$ cat src/rtl/ovt_pkg.sv
package ovt_pkg;
  typedef enum logic {
    TRIP_DEENERGIZE = 1'b0,
    TRIP_ENERGIZE   = 1'b1
  } trip_pol_e;

  localparam int unsigned CH_COUNT = 2;
endpackage

$ cat src/rtl/ovt_mode_capture.sv
module ovt_mode_capture
  import ovt_pkg::*;
(
  input  logic      clk,
  input  logic      rst_n,
  input  logic      pol_cfg,
  output trip_pol_e pol_q
);
  always_ff @(posedge clk) begin
    if (!rst_n) pol_q <= trip_pol_e'(pol_cfg);
  end

  // polarity frozen once out of reset
  assert_mode_frozen_R2: assert property (@(posedge clk) disable iff (!rst_n)
    rst_n |=> $stable(pol_q));
endmodule

$ cat src/rtl/ovt_fault_latch.sv
module ovt_fault_latch (
  input  logic clk,
  input  logic rst_n,
  input  logic fault_clr,
  input  logic fault_rpt,
  output logic fault_nxt,
  output logic fault_q
);
  // a report in the clearing cycle wins: faults are never lost
  always_comb fault_nxt = fault_rpt | (fault_q & ~fault_clr);

  always_ff @(posedge clk) begin
    if (!rst_n) fault_q <= 1'b0;
    else        fault_q <= fault_nxt;
  end

  assert_fault_sticky_R7: assert property (@(posedge clk) disable iff (!rst_n)
    (fault_q && !fault_clr) |=> fault_q);
  assert_fault_set_R7: assert property (@(posedge clk) disable iff (!rst_n)
    fault_rpt |=> fault_q);
endmodule

$ cat src/rtl/ovt_point_vote.sv
module ovt_point_vote
  import ovt_pkg::*;
(
  input  logic                clk,
  input  logic                rst_n,
  input  trip_pol_e           pol,
  input  logic [CH_COUNT-1:0] healthy,
  input  logic [CH_COUNT-1:0] cmd,
  output logic                out_q
);
  logic any_on, all_on, vote;

  always_comb begin
    any_on = |(cmd & healthy);
    all_on = &(cmd | ~healthy) & (|healthy);
    vote   = (pol == TRIP_ENERGIZE) ? any_on : all_on;
  end

  always_ff @(posedge clk) begin
    if (!rst_n) out_q <= 1'b0;
    else        out_q <= vote;
  end

  assert_no_healthy_safe_R6: assert property (@(posedge clk) disable iff (!rst_n)
    (healthy == '0) |=> !out_q);
endmodule

$ cat src/rtl/ovt_dual_voter.sv
module ovt_dual_voter
  import ovt_pkg::*;
#(
  parameter int unsigned N_PTS = 8
) (
  input  logic                clk,
  input  logic                rst_n,
  input  logic                pol_cfg,
  input  logic [N_PTS-1:0]    cmd_a,
  input  logic [N_PTS-1:0]    cmd_b,
  input  logic [CH_COUNT-1:0] fault_in,
  input  logic                fault_clr,
  output logic [N_PTS-1:0]    field_o,
  output logic                mode_o,
  output logic [CH_COUNT-1:0] vote_state,
  output logic                failsafe_o
);
  trip_pol_e           pol_q;
  logic [CH_COUNT-1:0] flt_nxt;
  logic [CH_COUNT-1:0] flt_q;

  ovt_mode_capture u_mode (
    .clk     (clk),
    .rst_n   (rst_n),
    .pol_cfg (pol_cfg),
    .pol_q   (pol_q)
  );

  for (genvar c = 0; c < CH_COUNT; c++) begin : g_ch
    ovt_fault_latch u_flt (
      .clk       (clk),
      .rst_n     (rst_n),
      .fault_clr (fault_clr),
      .fault_rpt (fault_in[c]),
      .fault_nxt (flt_nxt[c]),
      .fault_q   (flt_q[c])
    );
  end

  for (genvar p = 0; p < N_PTS; p++) begin : g_pt
    ovt_point_vote u_vote (
      .clk     (clk),
      .rst_n   (rst_n),
      .pol     (pol_q),
      .healthy (~flt_nxt),
      .cmd     ({cmd_b[p], cmd_a[p]}),
      .out_q   (field_o[p])
    );
  end

  assign mode_o     = pol_q;
  assign vote_state = flt_q;
  assign failsafe_o = &flt_q;

  assert_failsafe_zero_R6: assert property (@(posedge clk) disable iff (!rst_n)
    failsafe_o |-> (field_o == '0));
  assert_follow_b_R5: assert property (@(posedge clk) disable iff (!rst_n)
    (flt_q == 2'b01) && $past(rst_n) |-> (field_o == $past(cmd_b)));
  assert_follow_a_R5: assert property (@(posedge clk) disable iff (!rst_n)
    (flt_q == 2'b10) && $past(rst_n) |-> (field_o == $past(cmd_a)));
  assert_dual_and_R3: assert property (@(posedge clk) disable iff (!rst_n)
    (flt_q == 2'b00) && (pol_q == TRIP_DEENERGIZE) && $past(rst_n)
      |-> (field_o == ($past(cmd_a) & $past(cmd_b))));
  assert_dual_or_R4: assert property (@(posedge clk) disable iff (!rst_n)
    (flt_q == 2'b00) && (pol_q == TRIP_ENERGIZE) && $past(rst_n)
      |-> (field_o == ($past(cmd_a) | $past(cmd_b))));
endmodule

$ cat config.mk
export PLATFORM = sky130hd
export DESIGN_NAME = ovt_dual_voter
export DESIGN_NICKNAME = d
export VERILOG_FILES = /design/src/rtl/ovt_pkg.sv /design/src/rtl/ovt_mode_capture.sv /design/src/rtl/ovt_fault_latch.sv /design/src/rtl/ovt_point_vote.sv /design/src/rtl/ovt_dual_voter.sv
export SDC_FILE = /design/constraint.sdc
export NUM_CORES = 1
export LEC_CHECK = 0
export ABC_CLOCK_PERIOD_IN_PS = 1250
export BUFFER_PORTS_ARGS = -buffer_cell sky130_fd_sc_hd__buf_2
export CORE_UTILIZATION = 41
export DETAILED_ROUTE_END_ITERATION = 8
export PLACE_DENSITY = 0.74
export REMOVE_ABC_BUFFERS = 1
export SLEW_MARGIN = 20
export SYNTH_ARGS = -nofsm -noshare
export SYNTH_HDL_FRONTEND = slang
export SYNTH_SLANG_ARGS = --single-unit
$ cat constraint.sdc
create_clock -name clk -period 1.25 [get_ports clk]
set_input_delay 0.1875 -clock clk [delete_from_list [all_inputs] [get_ports clk]]
set_output_delay 0.1875 -clock clk [all_outputs]
set_load 0.05 [all_outputs]
==> impl_metrics.ini, run 1 <==
[pwr]
p_leak_nw = 0.425
p_per_area_mw_per_mm2 = 1050
vdd_drop_max_v = 0.000469

[floorplanning]
fp-row-count = 15
fp.dieH_um = 44.9
initial_utilization_pct = 43.6
dieArea_sq_mm = 0.00201
io_pins = 34
core_sq_mm = 0.00173
die_w_um = 44.9

[synth]
ys_seq_area_share_pct = 30.6
syn_area_per_cell_sq_um = 8.97
synth_warnings = 0
synth_cells = 84
yosysUniqueCellTypes = 21
ys_ff_latch = 11
syn_area_sq_um = 753
synth_top_area_share_pct = 26.6
synth_area_leader_cell = dfxtp_1
synth_area_leaders = dfxtp_1 27%, nor3b_1 14%, o211ai_2 12%, buf_4 11%, or3_1 6.6%

[sta]
fin_crit_sh_pct = 97.9
setup_viol = 0
fmax_mhz = 817
slew-limit-headroom_pct = 80.1
worstMarginPinSlew_ns = 0.299
setup_slack_ns = 0.0260
skew_ns = 0.00209
min_period_ns = 1.22
hold_viol = 0
hold_slack_ns = 0.102
maxSlewViolCount = 0
rsz0062_at_grt = true

[detailed_routing]
dr.max_layer_used = met4
wl_met3_um = 100
first_pass_iters = 4
wl_per_cell_um = 13.1
first_iter_violations = 29
wl_met1_um = 835
avgViaCountPerCell = 5.29
drcViolationCount = 0
ant_nets = 0
routed_wl_um = 1830
wl_met2_um = 861
num_vias = 736

[placed_design]
dp_slack_ns = -0.135
place_inst = 131
port-buffer-count = 33
dpl.hpwl_um = 1260
gp_congestion = 0.830

[grt]
grt_pass1_wl_um = 2570
grt_pass1_vias = 595
grt_max_degree = 18
overflow = 0
antenna_found_initial = 0
grt_usage_pct = 16.9

[worst_setup_path]
max_stage_delay_ns = 0.32
critPathKind = flip-flop to output port
worstPathArrival_ns = 1.04
worstPathCellList = buf_4, and2_2, buf_6
cp-end-kind = output port
cp_max_fo = 2
startpoint_type = flip-flop
slowest_stage = dfxtp_2
crit_required_ns = 1.06

[clock_tree]
clkSinkCount = 11
clockBufferDepth = 2
hold_buffers = 0
clkSlewWorstSetupHoldPaths_ns = 0.07
clkLatencyLatePin_ns = 0.26
cts_made_buffers = 3
htreeDepth = 1
tritoncts = done
cts_root_buf = clkbuf_4

[finish]
final_cell_mix = 31 x buf_2, 14 x nor3b_1, 8 x or3_1, 8 x buf_4, 8 x dfxtp_1
n_antenna_cell = 0
drive_gt1_share_pct = 51.8
fin_cells = 139
final_nets = 137
area_growth_pct = 28.4
layout.cells.most_common = buf_2

[flow_run]
max_cap_violations = 0

[outcome]
run_status = finished, final reports clean

[worst_hold_path]
hp-class = input pin to flip-flop
-- synth_stat cells (all sizes together) --
cell / instances
edfxtp: 1
and2: 1
nor3b: 14
nor2b: 2
nor2: 4
clkbuf: 1
o211ai: 8
o21ai: 7
o22ai: 1
nand3: 2
or3: 8
dfxtp: 10
buf: 15
inv: 1
a21oi: 7
or2: 1
a31oi: 1
-- metal layers --
layer	vias to the layer above	GRT usage (%)
li1	356	-
met4	0	6.67
met1	341	24.4
met2	35	25.3
met5	-	0
met3	4	2.40
-- flip-flops by register name (all words and copies together) (netlist names) --
signal / flops
u_mode.pol_q: 1
g_pt.u_vote.out_q: 8
g_ch.u_flt.fault_q: 2
-- logic make-up (layout without fill, tap and decap cells) --
group	count (synthesis)	count (layout)	synth area share [%]
AO/OA/AOI/OAI	24	24	25.4
buffers and inverters	17	47	16.3
flip-flops	11	11	30.6
AND/OR/NAND/NOR	32	32	27.7
-- critical path, delay by kind of cell, from the launching register on --
family | cells | cell delay [ns]
buf+inv | 2 | 0.28
flops | 1 | 0.32
simple gates | 1 | 0.18
-- area by class of cell --
cell class,instances,area (sq um)
Multi-Input combinational cell,56,415
Inverter,1,3.75
Sequential cell,11,233
Timing Repair Buffer,42,258
Clock buffer,4,26.3
Fill cell,166,759
Tap cell,25,31.3
-- final timing paths --
| check | slack [ns] | cells past startpoint | start | endpoint |
|---|---|---|---|---|
| worst max register to register | 0.03 | 5 | g_ch[1].u_flt.fault_q | g_pt[2].u_vote.out_q |
| worst min-delay path | 0.10 | 1 | pol_cfg | u_mode.pol_q |
| worst min register to register | 0.71 | 3 | g_ch[1].u_flt.fault_q | g_ch[1].u_flt.fault_q |
| worst max-delay path | 0.03 | 3 | g_ch[0].u_flt.fault_q | failsafe_o |
-- stage by stage --
| stage | power (mW) | instance area [sq um] | TNS [ns] | utilization (%) |
|---|---|---|---|---|
| global placement | 0.739 | 868 | -0.363 | 50.3 |
| floorplan | 0.632 | 634 | -5.07 | - |
| global route | 1.08 | 967 | -0.0400 | 56.0 |
| CTS | 0.993 | 910 | 0 | 52.7 |
| finish | 1.01 | 967 | 0 | 56.0 |
| detailed placement | 0.746 | 868 | -0.740 | 50.3 |
-- where the power goes --
part / total (mW) / leakage (nW) / internal (mW) / switching, mW
sequential: 0.397 / 0.0937 / 0.388 / 0.00937
clock: 0.236 / 0.0150 / 0.123 / 0.113
combinational: 0.380 / 0.316 / 0.143 / 0.237
total: 1.01 / 0.424 / 0.653 / 0.359
-- repair_timing --
item | CTS | global route
gates cloned | 0 | 1
setup buffers | 0 | 3
setup endpoints to repair | 10 | 10
pin swaps | 0 | 2
resized for setup | 5 | 9
Note: power is estimated with default switching activity, not from simulation.
==> inputs of run 2 (changes only) <==
- ABC_CLOCK_PERIOD_IN_PS: 1250 -> 1500
- CELL_PAD_IN_SITES_DETAIL_PLACEMENT: default -> 1
- CELL_PAD_IN_SITES_GLOBAL_PLACEMENT: default -> 1
- CORE_UTILIZATION: 41 -> 35
- PLACE_DENSITY: 0.74 -> default
- PLACE_DENSITY_LB_ADDON: default -> 0.1
- clock period: 1.25 -> 1.5 ns (I/O delays scaled with it)
==> run 2 against run 1 <==
Compared with the run above: register-to-register slack gained 0.12 ns; count of clock-buffer cells in the layout unchanged; sequential power shrank 17%; core utilization shrank 11 points; sequential cell count is the same; final area fell by 7.2%; non-clock buffer count is 4 lower; global-route usage grew 0.18 points; total power down 18%; first-iteration DRC count is 69% lower; critical path type is now flip-flop to flip-flop; highest routed layer unchanged.
==> impl_metrics.ini, run 2 (same netlist as run 1, synthesis figures left out) <==
[placed_design]
port-buffer-count = 33
gp_congestion = 0.746
dpl_cell_area_sq_um = 871
dpl.hpwl_um = 1400

[sta]
min_period_ns = 1.35
slew-limit-headroom_pct = 69.1
hold_viol = 0
fmax_mhz = 740
finalSetupTns_ns = 0
rsz0062_at_grt = false
worstMarginPinSlew_ns = 0.463
fin_crit_sh_pct = 90.1
maxSlewViolCount = 0
setup_viol = 0
skew_ns = 0.00763

[worst_setup_path]
endpoint = g_pt[6].u_vote.out_q
crit_required_ns = 1.70
cp-end-kind = flip-flop
rrSetupSlack_ns = 0.15
worstPathArrival_ns = 1.55
worstPathCellList = nor2b_1, or2_1, o211ai_1, a21oi_1
cp_max_fo = 8
critPathKind = flip-flop to flip-flop
r2r_start = g_ch[0].u_flt.fault_q
slowest_stage = or2_1
rr_endpoint = g_pt[6].u_vote.out_q
startpoint_type = flip-flop
max_stage_delay_ns = 0.43
rr_worst_depth = 4
cp-startpoint = g_ch[0].u_flt.fault_q

[grt]
grt_pass1_vias = 679
antenna_found_initial = 0
grt_max_degree = 18
grt_usage_pct = 17.1
overflow = 0
grt_pass1_wl_um = 3020

[finish]
area_growth_pct = 19.1
drive_gt1_share_pct = 46.4
final_cell_mix = 33 x buf_2, 14 x nor3b_1, 10 x dfxtp_1
top_register = g_pt.u_vote.out_q
layout.cells.most_common = buf_2
largest_reg_flops = 8
final_nets = 133
final_area_sq_um = 897
top_regs = g_pt.u_vote.out_q (8), g_ch.u_flt.fault_q (2), u_mode.pol_q (1)
nFillCells = 257
n_antenna_cell = 0

[detailed_routing]
routed_wl_um = 1870
wl_per_cell_um = 13.6
drcViolationCount = 0
first_pass_iters = 4
first_iter_violations = 9
avgViaCountPerCell = 5.13
num_vias = 703
ant_nets = 0

[clock_tree]
htreeDepth = 1
clkSlewWorstSetupHoldPaths_ns = 0.08
clockBufferDepth = 2
tritoncts = done
clkLatencyLatePin_ns = 0.27
cts_made_buffers = 3
clkSinkCount = 11
cts_root_buf = clkbuf_4
hold_buffers = 0
postCtsSetupRepairBufs = 0
cts_resized = 0

[floorplanning]
die_w_um = 48.4
fp.dieH_um = 48.4
initial_utilization_pct = 37.6
dieArea_sq_mm = 0.00234
core_sq_mm = 0.00200
io_pins = 34
fp-row-count = 16

[flow_run]
max_cap_violations = 0

[pwr]
p_leak_nw = 0.391
p_per_area_mw_per_mm2 = 920
vdd_drop_max_v = 0.000476

[worst_hold_path]
hp-class = input pin to flip-flop

[outcome]
run_status = finished, final reports clean
-- run 2: cell count changes in the layout (fill, tap and decap cells not counted) --
cell / delta
buf_12: -1
buf_2: +2
buf_4: -3
buf_6: -2
dfxtp_1: +2
dfxtp_2: -2
nor2b_1: +1
nor2b_2: +1
nor2b_4: -2
o21ai_0: +3
o21ai_1: -3
or2_1: +1
or2_4: -1
-- run 2: worst max-delay path: cells and delay by family, from the launching register on --
family	cells	cell delay, ns
AO/OA/AOI/OAI	2	0.31
flip-flops	1	0.34
AND/OR/NAND/NOR	2	0.64
-- run 2: worst min path at each step --
stage            start      endpoint  slack, ns  cells after the start
2_1_floorplan  pol_cfg  u_mode.pol_q       0.32                      0
3_3_place_gp   pol_cfg  u_mode.pol_q       0.40                      1
3_5_place_dp   pol_cfg  u_mode.pol_q       0.41                      1
4_1_cts        pol_cfg  u_mode.pol_q       0.12                      1
5_1_grt        pol_cfg  u_mode.pol_q       0.13                      1
6_report       pol_cfg  u_mode.pol_q       0.13                      1
-- run 2: power breakdown --
group          leakage (nW)  total (mW)  switching [mW]  internal (mW)
clock                0.0150       0.208           0.105          0.103
combinational         0.282       0.288           0.191         0.0969
sequential           0.0933       0.330         0.00726          0.322
-- run 2: final cells by class --
type / count / area (sq um) / area share, %
timing repair buffer: 38 / 203 / 22.6
tap: 27 / 33.8 / 3.77
sequential: 11 / 230 / 25.7
inverter: 1 / 3.75 / 0.418
multi-input combinational: 56 / 400 / 44.6
clock buffer: 4 / 26.3 / 2.93
-- run 2: through the flow --
stage / std cells / power (mW) / worst slack, ns / hold WS, ns / util, %
global placement: 133 / 0.621 / 0.192 / 0.403 / 43.5
CTS: 137 / 0.844 / 0.142 / 0.124 / 44.8
detailed placement: 133 / 0.626 / 0.147 / 0.410 / 43.5
finish: 137 / 0.826 / 0.149 / 0.134 / 44.8
floorplan: 68 / 0.526 / -0.369 / 0.324 / -
global route: 137 / 0.869 / 0.0604 / 0.127 / 44.8
-- run 2: layer usage --
layer	up-vias	wire length (um)	share of wire (%)	global-route usage (%)
met5	-	0	0	0
met4	0	19	1.0	10.3
met3	2	76	4.1	2.83
met2	20	925	50	29.1
met1	329	846	45	20.0
li1	352	-	-	-
==> inputs of run 3 (changes only) <==
- CORE_UTILIZATION: 35 -> 30
- SYNTH_HIERARCHICAL: default -> 1
==> run 3 against run 2 <==
Compared with the run above: maximum frequency down 2.1%; highest routed layer is now met3; via count fell by 17%; die area decreased by 14%; core utilization up 3.9 points; sequential cell count unchanged; sequential share of layout area is 1.7 points higher; clock power about the same; final area fell by 6.3%; global-route usage is 2.3 points lower; largest cell class unchanged; hold slack got worse by 0.0039 ns; first-iteration DRC count down 44%.
==> impl_metrics.ini, run 3 <==
[detailed_routing]
drcViolationCount = 0
routed_wl_um = 1440
num_vias = 583
avgViaCountPerCell = 4.59
first_iter_violations = 5
wl_per_cell_um = 11.4
ant_nets = 0
first_pass_iters = 4

[grt]
grt_pass1_vias = 505
overflow = 0
grt_usage_pct = 14.8
grt_pass1_wl_um = 2130
grt_max_degree = 18
antenna_found_initial = 0

[floorplanning]
core_sq_mm = 0.00173
initial_utilization_pct = 32.0
dieArea_sq_mm = 0.00202
fp-row-count = 15
die_w_um = 44.9
io_pins = 34
fp.dieH_um = 44.9

[worst_setup_path]
r2r_start = g_ch[1].u_flt/fault_q
critPathKind = flip-flop to flip-flop
rr_endpoint = g_pt[5].u_vote/out_q
crit_required_ns = 1.65
startpoint_type = flip-flop
critPathBufInv = 3
cp_max_fo = 16
cp_top_family = compound AO/OA/AOI/OAI gates
max_stage_delay_ns = 0.32
cp-end-kind = flip-flop
rr_worst_depth = 7
worstPathCellList = nor2b_4, or2_1, inv_2, buf_12, inv_1, o311ai_1, a21boi_1
worstPathArrival_ns = 1.53
slowest_stage = dfxtp_1
rrSetupSlack_ns = 0.12

[finish]
nFillCells = 228
post-route-util_pct = 48.7
top_register = g_pt.u_vote/out_q
n_antenna_cell = 0
layout.cells.most_common = buf_2
final_cell_mix = 33 x buf_2, 18 x inv_1, 10 x dfxtp_1
largest_reg_flops = 8
area_growth_pct = 52.0
drive_gt1_share_pct = 45.1
top_regs = g_pt.u_vote/out_q (8), g_ch.u_flt/fault_q (2), u_mode/pol_q (1)
final_nets = 125

[pwr]
combPwrFrac_pct = 30.3
swShare_pct = 34.2
p_leak_nw = 0.424
vdd_drop_max_v = 0.000375
switchingPower_mw = 0.260
clockPowerShare_pct = 27.3
seqPwrFrac_pct = 42.4
p_int_mw = 0.500
p_per_area_mw_per_mm2 = 904

[synth]
ys_seq_area_share_pct = 41.6
synth_area_leaders = dfxtp_1 36%, inv_1 13%, o311ai_1 13%, a21boi_1 11%, o211ai_1 11%
syn_area_per_cell_sq_um = 9.07
yosysUniqueCellTypes = 10
synth-edff-count = 1
synth_warnings = 6
synth_cells = 61
synth_area_leader_cell = dfxtp_1
ys_ff_latch = 11
yosys-top-cells-count = 19 x inv_1, 10 x dfxtp_1, 8 x a21boi_1, 8 x o211ai_1, 8 x o311ai_1
synthArstFlopShare_pct = 0
synth_top_area_share_pct = 36.2
ys.flop_type = dfxtp_1
yosysMostFrequentCell = inv_1
syn_area_sq_um = 553

[sta]
rsz0062_at_grt = false
worstMarginPinSlew_ns = 0.244
skew_ns = 0.00128
fmax_mhz = 725
fin_crit_sh_pct = 92.0
hold_viol = 0
setup_viol = 0
min_period_ns = 1.38
slew-limit-headroom_pct = 83.5
maxSlewViolCount = 0
hold_slack_ns = 0.130

[clock_tree]
clkLatencyLatePin_ns = 0.27
clkSinkCount = 11
cts_root_buf = clkbuf_4
clkSlewWorstSetupHoldPaths_ns = 0.07
htreeDepth = 1
cts_made_buffers = 3
tritoncts = done
clockBufferDepth = 2

[placed_design]
port-buffer-count = 33
gp_congestion = 0.669
dpl.hpwl_um = 1030

[worst_hold_path]
hp-class = input pin to flip-flop
holdPathStages = 1
hold_end = u_mode/pol_q
min_from = pol_cfg

[flow_run]
max_cap_violations = 0

[outcome]
run_status = finished, final reports clean
run 3: cell count changes after synthesis, sizes merged, moves of 2 or more:
cell,previous run,this run
a21boi,0,8
a21oi,7,0
buf,15,0
inv,1,19
nand3,2,0
nor2,4,0
nor3b,14,0
o21a,0,2
o21ai,7,0
o311ai,0,8
or3,8,0
run 3: power by group through the flow:
stage               logic [mW]  clock network [mW]  registers, mW
finish                   0.230               0.207          0.322
global route             0.248               0.226          0.325
CTS                      0.225               0.221          0.323
detailed placement       0.224                   0          0.329
global placement         0.221                   0          0.329
floorplan               0.0608                   0          0.407
run 3: final cells by class:
type	instances	area, sq um	share of cell area, %
Clock buffer	4	26.3	3.13
Sequential cell	11	230	27.4
Timing Repair Buffer	37	208	24.7
Tap cell	25	31.3	3.72
Multi-Input combinational cell	31	274	32.6
Inverter	19	71.3	8.48
run 3: kinds of logic after synthesis:
group	count (synthesis)	share of synthesized area, %
simple gates	5	8.37
compound gates	26	37.1
buf+inv	19	12.9
flops	11	41.6
run 3: repair_timing:
action                                  4_1_cts  5_1_grt
setup buffers                                 0        0
hold buffers                                  0        0
resized for setup                             0        4
endpoints found under the setup margin        0        5
run 3: stage by stage:
step	worst slack [ns]	cells	TNS, ns	power [mW]	area, sq um
2_1_floorplan	-0.147	61	-1.18	0.468	553
3_5_place_dp	0.0868	123	0	0.554	792
6_report	0.120	127	0	0.760	841
3_3_place_gp	0.125	123	0	0.550	792
4_1_cts	0.0791	127	0	0.769	818
5_1_grt	0.0169	127	0	0.799	841
run 3: metal layers:
layer | global-route usage, % | up-vias | share of wire, %
met4 | 7.27 | 0 | 0
met5 | 0 | - | 0
met1 | 18.8 | 260 | 44
li1 | - | 299 | -
met3 | 4.00 | 0 | 7.6
met2 | 22.9 | 24 | 48
run 3: worst register-to-register path, cell delays in order (launching register included):
cell and delay (ns):
dfxtp_1 0.32, nor2b_4 0.12, or2_1 0.21, inv_2 0.07, buf_12 0.13, inv_1 0.04, o311ai_1 0.27, a21boi_1 0.09
run 3: worst max-delay path by stage:
stage	depth (start not counted)	from	endpoint	slack (ns)
2_1_floorplan	6	g_ch[1].u_flt/fault_q	g_pt[0].u_vote/out_q	-0.15
3_3_place_gp	7	g_ch[1].u_flt/fault_q	g_pt[2].u_vote/out_q	0.12
3_5_place_dp	7	g_ch[1].u_flt/fault_q	g_pt[5].u_vote/out_q	0.09
4_1_cts	7	g_ch[1].u_flt/fault_q	g_pt[5].u_vote/out_q	0.08
5_1_grt	7	g_ch[1].u_flt/fault_q	g_pt[6].u_vote/out_q	0.02
6_report	7	g_ch[1].u_flt/fault_q	g_pt[5].u_vote/out_q	0.12
